--- src/rtl/pcseq_pkg.sv ---
package pcseq_pkg;

   typedef enum logic [2:0] {
      OP_HOLD = 3'd0,
      OP_INC  = 3'd1,
      OP_PCL  = 3'd2,
      OP_RET  = 3'd3,
      OP_GOTO = 3'd4,
      OP_CALL = 3'd5,
      OP_IRQ  = 3'd6
   } pc_op_e;

endpackage

--- src/rtl/pcseq_prio.sv ---
module pcseq_prio
   import pcseq_pkg::*;
(
   input  logic   inc_i,
   input  logic   goto_i,
   input  logic   call_i,
   input  logic   ret_i,
   input  logic   irq_i,
   input  logic   pcl_wr_i,
   output pc_op_e op_o
);

   always_comb begin
      if (irq_i)         op_o = OP_IRQ;
      else if (call_i)   op_o = OP_CALL;
      else if (goto_i)   op_o = OP_GOTO;
      else if (ret_i)    op_o = OP_RET;
      else if (pcl_wr_i) op_o = OP_PCL;
      else if (inc_i)    op_o = OP_INC;
      else               op_o = OP_HOLD;
   end

endmodule

--- src/rtl/pcseq_stack.sv ---
module pcseq_stack #(
   parameter int DEPTH = 8,
   parameter int WIDTH = 13
) (
   input  logic             clk,
   input  logic             rst_n,
   input  logic             push_i,
   input  logic             pop_i,
   input  logic [WIDTH-1:0] push_data_i,
   output logic [WIDTH-1:0] top_o
);

   localparam int PTR_W = (DEPTH > 1) ? $clog2(DEPTH) : 1;
   localparam bit POW2  = ((DEPTH & (DEPTH - 1)) == 0);

   if (DEPTH < 2) begin : g_bad_depth
      $error("pcseq_stack: DEPTH must be at least 2");
   end
   if (WIDTH < 1) begin : g_bad_width
      $error("pcseq_stack: WIDTH must be positive");
   end

   logic [WIDTH-1:0] mem_q [DEPTH];
   logic [PTR_W-1:0] sp_q;
   logic [PTR_W-1:0] sp_up;
   logic [PTR_W-1:0] sp_dn;

   if (POW2) begin : g_wrap_free
      assign sp_up = sp_q + PTR_W'(1);
      assign sp_dn = sp_q - PTR_W'(1);
   end else begin : g_wrap_cmp
      assign sp_up = (sp_q == PTR_W'(DEPTH - 1)) ? '0 : sp_q + PTR_W'(1);
      assign sp_dn = (sp_q == '0) ? PTR_W'(DEPTH - 1) : sp_q - PTR_W'(1);
   end

   assign top_o = mem_q[sp_dn];

   always_ff @(posedge clk or negedge rst_n) begin
      if (!rst_n) begin
         sp_q <= '0;
         for (int i = 0; i < DEPTH; i++) begin
            mem_q[i] <= '0;
         end
      end else if (push_i) begin
         mem_q[sp_q] <= push_data_i;
         sp_q        <= sp_up;
      end else if (pop_i) begin
         sp_q <= sp_dn;
      end
   end

endmodule

--- src/rtl/pcseq_next.sv ---
module pcseq_next
   import pcseq_pkg::*;
#(
   parameter int PC_W   = 13,
   parameter int IMM_W  = 11,
   parameter int DATA_W = 8,
   parameter int VECTOR = 4
) (
   input  pc_op_e                 op_i,
   input  logic [PC_W-1:0]        pc_i,
   input  logic [PC_W-DATA_W-1:0] lat_i,
   input  logic [IMM_W-1:0]       imm_i,
   input  logic [DATA_W-1:0]      data_i,
   input  logic [PC_W-1:0]        top_i,
   output logic [PC_W-1:0]        next_o,
   output logic [PC_W-1:0]        ret_addr_o,
   output logic                   push_o,
   output logic                   pop_o
);

   localparam int LAT_W  = PC_W - DATA_W;
   localparam int PAGE_W = PC_W - IMM_W;

   logic [PC_W-1:0] target;
   logic [PC_W-1:0] seq;

   assign target     = {lat_i[LAT_W-1 -: PAGE_W], imm_i};
   assign seq        = pc_i + PC_W'(1);
   assign ret_addr_o = seq;

   always_comb begin
      next_o = pc_i;
      push_o = 1'b0;
      pop_o  = 1'b0;
      unique case (op_i)
         OP_IRQ: begin
            next_o = PC_W'(VECTOR);
            push_o = 1'b1;
         end
         OP_CALL: begin
            next_o = target;
            push_o = 1'b1;
         end
         OP_GOTO: next_o = target;
         OP_RET: begin
            next_o = top_i;
            pop_o  = 1'b1;
         end
         OP_PCL:  next_o = {lat_i, data_i};
         OP_INC:  next_o = seq;
         default: next_o = pc_i;
      endcase
   end

endmodule

--- src/rtl/pc_sequencer.sv ---
module pc_sequencer #(
   parameter int PC_W   = 13,
   parameter int IMM_W  = 11,
   parameter int DATA_W = 8,
   parameter int DEPTH  = 8,
   parameter int VECTOR = 4
) (
   input  logic              clk,
   input  logic              rst_n,
   input  logic              inc_i,
   input  logic              goto_i,
   input  logic              call_i,
   input  logic              ret_i,
   input  logic              irq_i,
   input  logic              pcl_wr_i,
   input  logic              lat_wr_i,
   input  logic [IMM_W-1:0]  imm_i,
   input  logic [DATA_W-1:0] data_i,
   output logic [PC_W-1:0]   fetch_addr_o,
   output logic [DATA_W-1:0] pcl_o
);

   localparam int LAT_W = PC_W - DATA_W;

   if (PC_W <= DATA_W) begin : g_bad_pc
      $error("pc_sequencer: PC_W must exceed DATA_W");
   end
   if (PC_W <= IMM_W || IMM_W < DATA_W) begin : g_bad_imm
      $error("pc_sequencer: need DATA_W <= IMM_W < PC_W");
   end
   if (VECTOR >= (1 << PC_W)) begin : g_bad_vec
      $error("pc_sequencer: VECTOR outside address space");
   end

   pcseq_pkg::pc_op_e op;
   logic [PC_W-1:0]   pc_q;
   logic [PC_W-1:0]   pc_d;
   logic [LAT_W-1:0]  lat_q;
   logic [PC_W-1:0]   stack_top;
   logic [PC_W-1:0]   ret_addr;
   logic              do_push;
   logic              do_pop;

   pcseq_prio prio_i (
      .inc_i    (inc_i),
      .goto_i   (goto_i),
      .call_i   (call_i),
      .ret_i    (ret_i),
      .irq_i    (irq_i),
      .pcl_wr_i (pcl_wr_i),
      .op_o     (op)
   );

   pcseq_next #(
      .PC_W   (PC_W),
      .IMM_W  (IMM_W),
      .DATA_W (DATA_W),
      .VECTOR (VECTOR)
   ) next_i (
      .op_i       (op),
      .pc_i       (pc_q),
      .lat_i      (lat_q),
      .imm_i      (imm_i),
      .data_i     (data_i),
      .top_i      (stack_top),
      .next_o     (pc_d),
      .ret_addr_o (ret_addr),
      .push_o     (do_push),
      .pop_o      (do_pop)
   );

   pcseq_stack #(
      .DEPTH (DEPTH),
      .WIDTH (PC_W)
   ) stack_i (
      .clk         (clk),
      .rst_n       (rst_n),
      .push_i      (do_push),
      .pop_i       (do_pop),
      .push_data_i (ret_addr),
      .top_o       (stack_top)
   );

   always_ff @(posedge clk or negedge rst_n) begin
      if (!rst_n) begin
         pc_q  <= '0;
         lat_q <= '0;
      end else begin
         pc_q <= pc_d;
         if (lat_wr_i) begin
            lat_q <= data_i[LAT_W-1:0];
         end
      end
   end

   assign fetch_addr_o = pc_q;
   assign pcl_o        = pc_q[DATA_W-1:0];

endmodule

--- config.mk ---
export PLATFORM = sky130hd
export DESIGN_NAME = pc_sequencer
export DESIGN_NICKNAME = d
export VERILOG_FILES = /design/src/rtl/pcseq_pkg.sv /design/src/rtl/pcseq_prio.sv /design/src/rtl/pcseq_stack.sv /design/src/rtl/pcseq_next.sv /design/src/rtl/pc_sequencer.sv
export SDC_FILE = /design/constraint.sdc
export NUM_CORES = 1
export LEC_CHECK = 0
export BUFFER_PORTS_ARGS = -buffer_cell sky130_fd_sc_hd__buf_4
export CAP_MARGIN = 20
export CORE_UTILIZATION = 50
export CTS_BUF_LIST = sky130_fd_sc_hd__clkbuf_4
export DETAILED_ROUTE_END_ITERATION = 16
export PLACE_DENSITY = 0.74
export REMOVE_ABC_BUFFERS = 1
export SLEW_MARGIN = 10
export SYNTH_ARGS = -nofsm -noshare
export SYNTH_HDL_FRONTEND = slang
export SYNTH_HIERARCHICAL = 1
export SYNTH_SLANG_ARGS = --single-unit
export TNS_END_PERCENT = 100
--- constraint.sdc ---
create_clock -name clk -period 3.83 [get_ports clk]
set_input_delay 0.1915 -clock clk [delete_from_list [all_inputs] [get_ports clk]]
set_output_delay 0.1915 -clock clk [all_outputs]
set_load 0.02 [all_outputs]
==> parameters.txt, run 1 <==
Parameter                              Value

Status
  Status    completed

Critical path
  Kind of start point of the critical path    flop
  Ordered list of cells on the worst path    inv_1 -> ha_2 -> buf_4 -> mux2i_1 -> nand3_1 -> and4_1 -> nand2_1 -> a2bb2oi_1 -> a21oi_1 -> a31oi_1
  Biggest cell delay along the critical path    0.68 ns
  CP delay by family, top    adder cells
  Worst-case reg-to-reg path depth    10
  FF-to-FF setup slack    0.98 ns
  Endpoint type of the worst setup path    flop
  Category of the critical setup timing path    reg2reg
  Crit path buf inv count    2
  Worst Setup SP    stack_i/sp_q[1]
  Worst path depth    10
  Largest fanout on the critical path    24
  Data arrival time of the critical path    3.33 ns
  Cell at the slowest stage of the critical path    sky130_fd_sc_hd__ha_2
  Origin of the critical flop-to-flop path    stack_i/sp_q[1]
  Critical Path RT    4.31 ns
  Worst R2R End    fetch_addr_o[8]
  CP Capture Point    fetch_addr_o[8]

GRT
  Residual overflow from global routing    0
  Maximum number of pins on one net before global-route repair    71
  Wire length of the first global-routing pass    28430 um
  Number of global-route vias before repair    5304
  Antenna violations before repair    1
  Overall track demand over capacity in global routing    26.65%

STA
  Sum of negative setup slack    0 ns
  Setup repair after global routing missed its margin    no
  Maximum clock skew at final layout    0.01504 ns
  Hold WS    0.03201 ns
  Final Max Tran Viols    0
  Worst-case headroom to the max-slew limit    38.91%
  Post-layout minimum cycle time    2.849 ns
  Setup violators final    0
  Measured slew at the worst slew-check pin    0.9145 ns
  Crit share post-route    74.38%
  F_max    351.0 MHz
  Final worst setup slack    0.9811 ns
  Final-report hold violation count    0

Clocking
  Number of gates given a new drive strength after cts    0
  Bufs on Longest Clock Path    2
  CTS root buf    sky130_fd_sc_hd__clkbuf_4
  Clock tree from TritonCTS    done
  H-tree Lvls    4
  Clock transition at the registers of the reported paths    0.11 ns
  Clock latency on the worst-skew pair    0.56 ns
  TritonCTS sink count    125
  Number of clock buffers inserted by TritonCTS    17

Final layout
  Share of cells above drive strength 1    33.58%
  Count of nets after finishing    688
  Area growth from synthesis to final layout    14.59%
  Number of inserted filler cells in the final layout    1091
  Count of placed standard cells in the final layout, fillers left out    847

Logic synthesis
  Total number of yosys warnings    6
  Cell area after technology mapping    6845 um2
  Main synth FF type    sky130_fd_sc_hd__dfrtp_1
  Mapped Cells    607
  EDFF count, synth    0
  Number of flip-flops and latches in the synthesized netlist    125
  Synthesized area per cell    11.28 um2
  Async set-reset flop share out of synthesis    100.0%
  Number of distinct library cells after synthesis    60
  Seq/Total Area, Yosys    45.70%

Detailed routing
  Total wirelength of the detailed-routed design    17780 um
  Post-DR wirelength/cell    20.99 um
  Number of nets still failing antenna checks after routing    0
  Detailed Route Iter0 Violations    515
  Total iterations of the first detailed-routing run    5
  Uppermost signal routing layer after detailed routing    met4
  Met3 wire length    1304 um
  Via density    6.070
  Metal1 wirelength    7327 um
  Detail Route met2 WL    8553 um
  Remaining DRCs    0
  Vias    5141

Floorplanning
  Overall die height    119.0 um
  I/O Pins    49
  Die boundary width    119.0 um
  Rows    42
  Initial Util    51.49%
  Placeable core region    13300 um2
  Full die area    14160 um2

Place
  Cell total after placement    798
  DPL Wire Length    11610 um
  Port buffer count    48
  Placement Setup Slack    0.9791 ns
  Final RePlAce weighted congestion    0.9113

Power and ir drop
  Peak ir drop on the vdd network    507.7 uV
  Pleak    0.003680 uW
  Cell area power density    780.5 nW/um2
  Sum of internal, switching and leakage power    6122 uW

Min path
  Worst hold start    imm_i[2]
  Class of the tightest hold or removal check    in2reg

Run
  Max cap viols    0
registers in the layout, summed over array words and instances (netlist names):
| name | flops |
|---|---|
| fetch_addr_o | 13 |
| lat_q | 5 |
| stack_i/mem_q | 104 |
| stack_i/sp_q | 3 |
power breakdown:
group | internal [uW] | switching [uW]
Combinational | 1340 | 1470
Clock | 581 | 523
Sequential | 1850 | 353
synthesized netlist by cell type (3+ instances only):
| cell | number | area [um2] |
|---|---|---|
| sky130_fd_sc_hd__a221oi_1 | 3 | 26.28 |
| sky130_fd_sc_hd__dfrtp_1 | 125 | 3128 |
| sky130_fd_sc_hd__nand2_1 | 31 | 116.4 |
| sky130_fd_sc_hd__a2bb2oi_1 | 6 | 52.55 |
| sky130_fd_sc_hd__xor2_1 | 4 | 35.03 |
| sky130_fd_sc_hd__a31oi_1 | 4 | 25.02 |
| sky130_fd_sc_hd__ha_1 | 3 | 37.54 |
| sky130_fd_sc_hd__xnor2_1 | 4 | 35.03 |
| sky130_fd_sc_hd__nor2_1 | 13 | 48.80 |
| sky130_fd_sc_hd__nor3_1 | 7 | 35.03 |
| sky130_fd_sc_hd__o221a_1 | 3 | 33.78 |
| sky130_fd_sc_hd__nand4_1 | 5 | 31.28 |
| sky130_fd_sc_hd__nand3_1 | 60 | 300.3 |
| sky130_fd_sc_hd__a21oi_1 | 19 | 95.09 |
| sky130_fd_sc_hd__a222oi_1 | 3 | 30.03 |
| sky130_fd_sc_hd__buf_4 | 13 | 97.59 |
| sky130_fd_sc_hd__nor4_1 | 5 | 31.28 |
| sky130_fd_sc_hd__a221o_1 | 5 | 50.05 |
| sky130_fd_sc_hd__nand2b_1 | 10 | 62.56 |
| sky130_fd_sc_hd__a21o_1 | 6 | 45.04 |
| sky130_fd_sc_hd__mux2i_1 | 53 | 530.5 |
| sky130_fd_sc_hd__clkbuf_1 | 11 | 41.29 |
| sky130_fd_sc_hd__inv_1 | 8 | 30.03 |
| sky130_fd_sc_hd__buf_2 | 23 | 115.1 |
| sky130_fd_sc_hd__o21ba_1 | 3 | 30.03 |
| sky130_fd_sc_hd__or3_1 | 5 | 31.28 |
| sky130_fd_sc_hd__mux2_2 | 109 | 1227 |
| sky130_fd_sc_hd__o21ai_0 | 10 | 50.05 |
| sky130_fd_sc_hd__and4_1 | 14 | 122.6 |
tightest hold or removal path: stages:
cell and delay (ns):
sky130_fd_sc_hd__buf_4 0.11, sky130_fd_sc_hd__o22ai_1 0.15, sky130_fd_sc_hd__a221oi_1 0.09
timing repair:
item,CTS,global route
endpoints found under the setup margin,0,0
setup buffers,0,0
hold endpoints to repair,66,0
hold buffers,16,0
layout by cell type (no fill, tap or decap), drive strengths merged, types with 6 or more instances in the layout:
| master | n |
|---|---|
| nor2 | 13 |
| nand2 | 31 |
| clkbuf | 17 |
| dlygate4sd3 | 16 |
| dfrtp | 125 |
| inv | 10 |
| nand4 | 6 |
| mux2i | 53 |
| mux2 | 111 |
| nor3 | 7 |
| a21oi | 19 |
| a2bb2oi | 6 |
| and4 | 14 |
| nand3 | 61 |
| buf | 66 |
| nand2b | 10 |
| o21ai | 12 |
| a21o | 6 |
through the flow:
stage          utilization, %  area (um2)
6_report                59.00        7844
2_1_floorplan               -        6561
3_3_place_gp            55.16        7333
5_1_grt                 59.00        7844
3_5_place_dp            55.16        7333
4_1_cts                 58.98        7841
cell type report:
class	instances	area, um2	share of cell area, %
well taps	176	220.2	2.807
repair buffers	82	668.1	8.518
diodes	1	2.502	0.03190
clock inverters	15	220.2	2.807
inverters	9	33.78	0.4307
multi-input cells	422	3443	43.90
flip-flops and latches	125	3128	39.88
clock buffers	17	127.6	1.627
kinds of logic after synthesis:
logic type / Yosys count / synth area share (%)
AO/OA/AOI/OAI: 83 / 9.011
XOR/XNOR: 9 / 1.261
adder cells (fa/ha/maj): 3 / 0.5484
buffers and inverters: 60 / 4.643
flip-flops: 125 / 45.70
multiplexers: 164 / 26.06
AND/OR/NAND/NOR: 163 / 12.78
layer usage:
layer / global-route usage, % / up-vias
met1: 33.98 / 2562
met2: 43.06 / 200
met5: 0 / -
met3: 5.651 / 47
li1: - / 2332
met4: 13.05 / 0
worst min-delay path by stage:
| stage | end | slack, ns | depth (start not counted) |
|---|---|---|---|
| 5_1_grt | fetch_addr_o[7] | 0.01 | 4 |
| 2_1_floorplan | fetch_addr_o[0] | -0.10 | 0 |
| 4_1_cts | fetch_addr_o[2] | 0.006 | 3 |
| 6_report | fetch_addr_o[2] | 0.03 | 3 |
| 3_5_place_dp | lat_q[0] | 0.30 | 1 |
| 3_3_place_gp | lat_q[0] | 0.29 | 1 |
No activity file was read; power rests on OpenSTA's default activity.
==> run 2, diff against run 1 <==
==> constraint.sdc (replaced) <==
create_clock -name clk -period 2.7 [get_ports clk]
set_input_delay 0.135 -clock clk [delete_from_list [all_inputs] [get_ports clk]]
set_output_delay 0.135 -clock clk [all_outputs]
set_load 0.02 [all_outputs]
==> parameters.txt, run 2 (synthesized netlist as in run 1, its figures left out) <==
Parameter                              Value

Status
  Status    completed (unchanged)

Clocking
  CTS root buf    sky130_fd_sc_hd__clkbuf_4 (unchanged)
  Bufs on Longest Clock Path    2 (unchanged)
  TritonCTS sink count    125 (unchanged)
  Clock latency on the worst-skew pair    0.56 ns (about the same)
  Clock transition at the registers of the reported paths    0.11 ns (about the same)
  H-tree Lvls    4 (unchanged)
  Number of clock buffers inserted by TritonCTS    17 (unchanged)
  Setup Buffers After CTS    0 (unchanged)
  Clock tree from TritonCTS    done (unchanged)

Final layout
  Most frequent standard cell in the layout excluding fill and tap cells    sky130_fd_sc_hd__dfrtp_1 (unchanged)
  Share of cells above drive strength 1    34.59% (was 33.58%)
  Post-layout util    59.60% (was 59.00%)
  Flip-flop count of the largest register, all copies and words added    104 (unchanged)
  Number of antenna repair diodes    0 (was 1)
  Area growth from synthesis to final layout    15.76% (was 14.59%)
  Count of nets after finishing    709 (was 688)
  Count of placed standard cells in the final layout, fillers left out    867 (was 847)
  Highest-count cells in the layout ignoring fill and taps    sky130_fd_sc_hd__dfrtp_1 (125), sky130_fd_sc_hd__mux2_2 (109), sky130_fd_sc_hd__buf_4 (80) (was sky130_fd_sc_hd__dfrtp_1 (125), sky130_fd_sc_hd__mux2_2 (109), sky130_fd_sc_hd__buf_4 (65))
  Largest reg by FF count    stack_i/mem_q (unchanged)

STA
  Setup repair after global routing missed its margin    no (unchanged)
  Hold WS    0.05631 ns (was 0.03201 ns)
  Final-report hold violation count    0 (unchanged)
  Maximum clock skew at final layout    0.01218 ns (was 0.01504 ns)
  Post-layout minimum cycle time    2.565 ns (was 2.849 ns)
  Measured slew at the worst slew-check pin    0.6624 ns (was 0.9145 ns)
  Crit share post-route    94.99% (was 74.38%)
  F_max    389.9 MHz (was 351.0 MHz)
  Setup violators final    0 (unchanged)
  Final Max Tran Viols    0 (unchanged)
  Worst-case headroom to the max-slew limit    55.69% (was 38.91%)

GRT
  Number of global-route vias before repair    5621 (was 5304)
  Overall track demand over capacity in global routing    27.24% (was 26.65%)
  Antenna violations before repair    0 (was 1)
  Wire length of the first global-routing pass    29420 um (was 28430 um)
  Residual overflow from global routing    0 (unchanged)
  Maximum number of pins on one net before global-route repair    62 (was 71)

Floorplanning
  Placeable core region    13300 um2 (unchanged)
  Initial Util    51.49% (unchanged)
  Full die area    14160 um2 (unchanged)
  Overall die height    119.0 um (unchanged)
  Die boundary width    119.0 um (unchanged)
  Rows    42 (unchanged)
  I/O Pins    49 (unchanged)

Critical path
  CP Capture Point    fetch_addr_o[4] (was fetch_addr_o[8])
  Category of the critical setup timing path    reg2reg (unchanged)
  Kind of start point of the critical path    flop (unchanged)
  FF-to-FF setup slack    0.14 ns (was 0.98 ns)
  Endpoint type of the worst setup path    flop (unchanged)
  Data arrival time of the critical path    3.02 ns (was 3.33 ns)
  Origin of the critical flop-to-flop path    stack_i/sp_q[1] (unchanged)
  Worst Setup SP    stack_i/sp_q[1] (unchanged)
  Worst-case reg-to-reg path depth    8 (was 10)
  Critical Path RT    3.16 ns (was 4.31 ns)
  Worst R2R End    fetch_addr_o[4] (was fetch_addr_o[8])
  Largest fanout on the critical path    11 (was 24)

Detailed routing
  Total wirelength of the detailed-routed design    18220 um (was 17780 um)
  Total iterations of the first detailed-routing run    5 (unchanged)
  Number of nets still failing antenna checks after routing    0 (unchanged)
  Via density    6.148 (was 6.070)
  Vias    5330 (was 5141)
  Post-DR wirelength/cell    21.02 um (was 20.99 um)
  Remaining DRCs    0 (unchanged)
  Detailed Route Iter0 Violations    386 (was 515)

Min path
  Class of the tightest hold or removal check    in2async (was in2reg)

Power and ir drop
  Sum of internal, switching and leakage power    8481 uW (was 6122 uW)
  Pleak    0.003747 uW (was 0.003680 uW)
  Cell area power density    1070 nW/um2 (was 780.5 nW/um2)
  Peak ir drop on the vdd network    647.9 uV (was 507.7 uV)

Place
  Final RePlAce weighted congestion    0.8770 (was 0.9113)
  Cell total after placement    815 (was 798)
  DPL Wire Length    11980 um (was 11610 um)
  Port buffer count    48 (unchanged)

Run
  Max cap viols    0 (unchanged)
[run 2: cell types whose count changed in the layout (fill, tap and decap cells not counted)]
cell                            delta
sky130_fd_sc_hd__clkinv_2          +3
sky130_fd_sc_hd__clkinv_4          -1
sky130_fd_sc_hd__bufinv_16         -4
sky130_fd_sc_hd__clkinvlp_4        -2
sky130_fd_sc_hd__buf_4            +15
sky130_fd_sc_hd__diode_2           -1
sky130_fd_sc_hd__clkinv_1          +3
sky130_fd_sc_hd__buf_12            +2
sky130_fd_sc_hd__dlygate4sd3_1     +4
sky130_fd_sc_hd__clkbuf_4          +1
[run 2: per-layer routing]
| metal | GRT usage [%] | vias up | share of wire, % |
|---|---|---|---|
| met5 | 0 | - | 0 |
| met4 | 13.92 | 0 | 3.2 |
| met3 | 5.460 | 54 | 6.9 |
| met2 | 43.68 | 233 | 48 |
| met1 | 34.93 | 2665 | 42 |
| li1 | - | 2378 | - |
[run 2: timing repair]
| action | in CTS | in global routing |
|---|---|---|
| hold endpoints to repair | 121 | 0 |
| gates resized for setup | 0 | 0 |
| hold buffers | 20 | 0 |
| endpoints found under the setup margin | 0 | 0 |
[run 2: metrics by stage]
stage / TNS, ns / instance area (um2) / setup WS (ns)
6_report: 0 / 7924 / 0.1353
5_1_grt: 0 / 7924 / 0.002050
4_1_cts: 0 / 7924 / 0.1498
3_5_place_dp: 0 / 7486 / 0.1785
3_3_place_gp: 0 / 7486 / 0.3097
2_1_floorplan: -270.98 / 6561 / -2.731
[run 2: critical path: stages, from the launching register on]
cell and delay (ns):
sky130_fd_sc_hd__dfrtp_1 0.47, sky130_fd_sc_hd__inv_1 0.09, sky130_fd_sc_hd__ha_2 0.51, sky130_fd_sc_hd__mux2i_1 0.22, sky130_fd_sc_hd__nand3_1 0.09, sky130_fd_sc_hd__and4_1 0.24, sky130_fd_sc_hd__a222oi_1 0.42, sky130_fd_sc_hd__a21bo_1 0.27
sky130_fd_sc_hd__and3_1 0.15
[run 2: power breakdown]
group / switching [uW] / total, uW / internal (uW)
clock: 714 / 1160 / 447
sequential: 513 / 3140 / 2630
combinational: 2150 / 4180 / 2020
total: 3380 / 8480 / 5100
[run 2: how the worst min path moves through the flow]
stage | slack (ns) | end | depth (start not counted) | start
6_report | 0.06 | stack_i/mem_q[5] | 2 | rst_n
5_1_grt | 0.02 | fetch_addr_o[10] | 3 | imm_i[10]
4_1_cts | 0.01 | fetch_addr_o[10] | 3 | imm_i[10]
3_5_place_dp | 0.09 | stack_i/mem_q[18] | 1 | rst_n
3_3_place_gp | 0.09 | stack_i/mem_q[31] | 1 | rst_n
2_1_floorplan | -0.16 | fetch_addr_o[0] | 0 | rst_n
[run 2: area by class of cell]
cell class | count | area, um2
clock inverters | 14 | 102.6
inverters | 9 | 33.78
repair buffers | 103 | 860.8
multi-input cells | 422 | 3443
flip-flops and latches | 125 | 3128
well taps | 176 | 220.2
fillers | 1098 | 5371
clock buffers | 18 | 135.1
==> run 3, diff against run 2 <==
--- a/config.mk
+++ b/config.mk
@@ -5,11 +5,11 @@
 export SDC_FILE = /design/constraint.sdc
 export NUM_CORES = 1
 export LEC_CHECK = 0
-export BUFFER_PORTS_ARGS = -buffer_cell sky130_fd_sc_hd__buf_4
 export CAP_MARGIN = 20
 export CORE_UTILIZATION = 50
 export CTS_BUF_LIST = sky130_fd_sc_hd__clkbuf_4
 export DETAILED_ROUTE_END_ITERATION = 16
+export DONT_BUFFER_PORTS = 1
 export PLACE_DENSITY = 0.74
 export REMOVE_ABC_BUFFERS = 1
 export SLEW_MARGIN = 10
==> constraint.sdc (replaced) <==
create_clock -name clk -period 2.1 [get_ports clk]
set_input_delay 0.105 -clock clk [delete_from_list [all_inputs] [get_ports clk]]
set_output_delay 0.105 -clock clk [all_outputs]
set_load 0.02 [all_outputs]
==> parameters.txt, run 3 (synthesized netlist as in run 1, its figures left out) <==
Parameter                              Value

Detailed routing
  Vias    5336 (was 5330)
  Via density    6.197 (was 6.148)
  Detailed Route Iter0 Violations    404 (was 386)
  Number of nets still failing antenna checks after routing    0 (unchanged)
  Total iterations of the first detailed-routing run    5 (unchanged)
  Total wirelength of the detailed-routed design    18480 um (was 18220 um)
  Post-DR wirelength/cell    21.46 um (was 21.02 um)
  Remaining DRCs    0 (unchanged)

Final layout
  Count of placed standard cells in the final layout, fillers left out    861 (was 867)
  Number of inserted filler cells in the final layout    1032 (was 1098)
  Share of cells above drive strength 1    36.55% (was 34.59%)
  Largest reg by FF count    stack_i/mem_q (unchanged)
  Highest-count cells in the layout ignoring fill and taps    sky130_fd_sc_hd__dfrtp_1 (125), sky130_fd_sc_hd__mux2_2 (109), sky130_fd_sc_hd__buf_4 (61) (was sky130_fd_sc_hd__dfrtp_1 (125), sky130_fd_sc_hd__mux2_2 (109), sky130_fd_sc_hd__buf_4 (80))
  Most frequent standard cell in the layout excluding fill and tap cells    sky130_fd_sc_hd__dfrtp_1 (unchanged)
  Area growth from synthesis to final layout    19.27% (was 15.76%)
  Count of nets after finishing    702 (was 709)
  Post-layout util    61.41% (was 59.60%)
  Flip-flop count of the largest register, all copies and words added    104 (unchanged)

Critical path
  Ordered list of cells on the worst path    inv_2 -> ha_4 -> mux2i_1 -> nand3_1 -> and4_1 -> a222oi_1 -> buf_4 -> a21bo_1 -> and3_4 (was inv_1 -> ha_2 -> mux2i_1 -> nand3_1 -> and4_1 -> a222oi_1 -> a21bo_1 -> and3_1)
  Crit path buf inv count    2 (was 1)
  Data arrival time of the critical path    2.81 ns (was 3.02 ns)
  CP delay by family, top    simple AND/OR/NAND/NOR gates (was compound AO/OA/AOI/OAI gates)
  Cell at the slowest stage of the critical path    sky130_fd_sc_hd__dfrtp_1 (was sky130_fd_sc_hd__ha_2)
  Critical Path RT    2.58 ns (was 3.16 ns)
  Largest fanout on the critical path    7 (was 11)
  Biggest cell delay along the critical path    0.38 ns (was 0.51 ns)
  Endpoint type of the worst setup path    flop (unchanged)
  Category of the critical setup timing path    reg2reg (unchanged)
  Kind of start point of the critical path    flop (unchanged)

Place
  Port buffer count    0 (was 48)
  Placement Setup Slack    -0.2955 ns (was 0.1785 ns)
  Final RePlAce weighted congestion    0.8730 (was 0.8770)
  DPL Wire Length    12140 um (was 11980 um)
  Cell total after placement    795 (was 815)

Clocking
  CTS root buf    sky130_fd_sc_hd__clkbuf_4 (unchanged)
  H-tree Lvls    4 (unchanged)
  TritonCTS sink count    125 (unchanged)
  Hold-fix buffers, CTS    21 (was 20)
  Clock latency on the worst-skew pair    0.57 ns (was 0.56 ns)
  Bufs on Longest Clock Path    2 (unchanged)
  Clock transition at the registers of the reported paths    0.12 ns (was 0.11 ns)
  Number of clock buffers inserted by TritonCTS    17 (unchanged)
  Clock tree from TritonCTS    done (unchanged)

Status
  Status    finished, violations left (was completed)
  Violated checks    negative hold slack, negative setup slack

GRT
  GR Layer Usage met2    44.19% (was 43.68%)
  Maximum number of pins on one net before global-route repair    126 (was 62)
  Wire length of the first global-routing pass    29310 um (was 29420 um)
  Busiest metal layer after global routing    met2 (unchanged)
  Met1 Usage GRT    33.63% (was 34.93%)
  Met3 usage in global routing    7.471% (was 5.460%)
  Antenna violations before repair    1 (was 0)
  Overall track demand over capacity in global routing    27.48% (was 27.24%)
  Residual overflow from global routing    0 (unchanged)
  Number of global-route vias before repair    5529 (was 5621)

Floorplanning
  Overall die height    119.0 um (unchanged)
  Full die area    14160 um2 (unchanged)
  Rows    42 (unchanged)
  I/O Pins    49 (unchanged)
  Placeable core region    13300 um2 (unchanged)
  Die boundary width    119.0 um (unchanged)
  Initial Util    51.49% (unchanged)

Min path
  Class of the tightest hold or removal check    in2async (unchanged)

STA
  Final Max Tran Viols    0 (unchanged)
  Hold WS    -0.7936 ns (was 0.05631 ns)
  Setup repair after global routing missed its margin    yes (was no)
  Measured slew at the worst slew-check pin    0.6768 ns (was 0.6624 ns)
  F_max    428.5 MHz (was 389.9 MHz)
  Setup violators final    13 (was 0)
  Crit share post-route    111.1% (was 94.99%)
  Final-report hold violation count    125 (was 0)
  Final worst setup slack    -0.2336 ns (was 0.1353 ns)
  Maximum clock skew at final layout    0.02310 ns (was 0.01218 ns)
  Worst-case headroom to the max-slew limit    54.56% (was 55.69%)
  Post-layout minimum cycle time    2.334 ns (was 2.565 ns)

Power and ir drop
  Pleak    0.003792 uW (was 0.003747 uW)
  Peak ir drop on the vdd network    880.5 uV (was 647.9 uV)
  Cell area power density    1536 nW/um2 (was 1070 nW/um2)

Run
  Max cap viols    0 (unchanged)
## run 3: cell count changes in the layout (fill, tap and decap cells not counted), moves of 4 or more
cell / previous run / this run
sky130_fd_sc_hd__buf_6: 0 / 4
sky130_fd_sc_hd__buf_4: 80 / 61
sky130_fd_sc_hd__a2bb2oi_2: 0 / 4
sky130_fd_sc_hd__a21oi_2: 0 / 4
sky130_fd_sc_hd__a2bb2oi_1: 6 / 2
sky130_fd_sc_hd__a21oi_1: 19 / 15
sky130_fd_sc_hd__mux2i_2: 0 / 4
sky130_fd_sc_hd__mux2i_1: 53 / 49
sky130_fd_sc_hd__buf_12: 3 / 7
## run 3: repair_timing
item	in CTS	in global routing
setup endpoints to repair	13	13
cloned	2	1
gates resized for setup	16	21
pin swaps	11	18
hold endpoints to repair	139	125
setup buffers	6	5
## run 3: per-stage QoR
| step | cell area [um2] | TNS (ns) | power [uW] |
|---|---|---|---|
| floorplan | 6561 | -339.77 | 7319 |
| global placement | 7336 | -1.243 | 9204 |
| detailed placement | 7336 | -2.056 | 9448 |
| CTS | 8051 | -1.026 | 12020 |
| global route | 8164 | -2.444 | 13230 |
| finish | 8164 | -1.110 | 12540 |
## run 3: worst paths after layout
kind                              startpoint           endpoint  slack [ns]  cells after the start
min                                    rst_n    fetch_addr_o[4]       -0.79                      0
max in group asynchronous              rst_n  stack_i/mem_q[10]        2.71                      0
max                          stack_i/sp_q[1]    fetch_addr_o[4]       -0.23                      9
min reg2reg                stack_i/mem_q[72]  stack_i/mem_q[72]        0.52                      1
max reg2reg                  stack_i/sp_q[1]    fetch_addr_o[4]       -0.23                      9
min in group clk                       irq_i    fetch_addr_o[3]        0.06                      4
## run 3: where the power goes
| part | internal, uW | switching (uW) |
|---|---|---|
| logic | 3660 | 3120 |
| registers | 3380 | 619 |
| clock network | 822 | 938 |
## run 3: area by class of cell
cell class              count  area, um2  share of cell area (%)
repair buffers             96      933.4                   11.43
flip-flops and latches    125       3128                   38.31
well taps                 176      220.2                   2.697
diodes                      1      2.502                 0.03065
clock buffers              17      127.6                   1.563
multi-input cells         422       3550                   43.48
inverters                   9      33.78                  0.4138
clock inverters            15      168.9                   2.069
## run 3: routing by layer
metal  vias to the layer above  share of wire (%)  routed length [um]
met4                         0                3.4                 620
met1                      2710                 41                7504
met3                        43                7.3                1354
met5                         -                  0                   0
li1                       2368                  -                   -
met2                       215                 49                9001
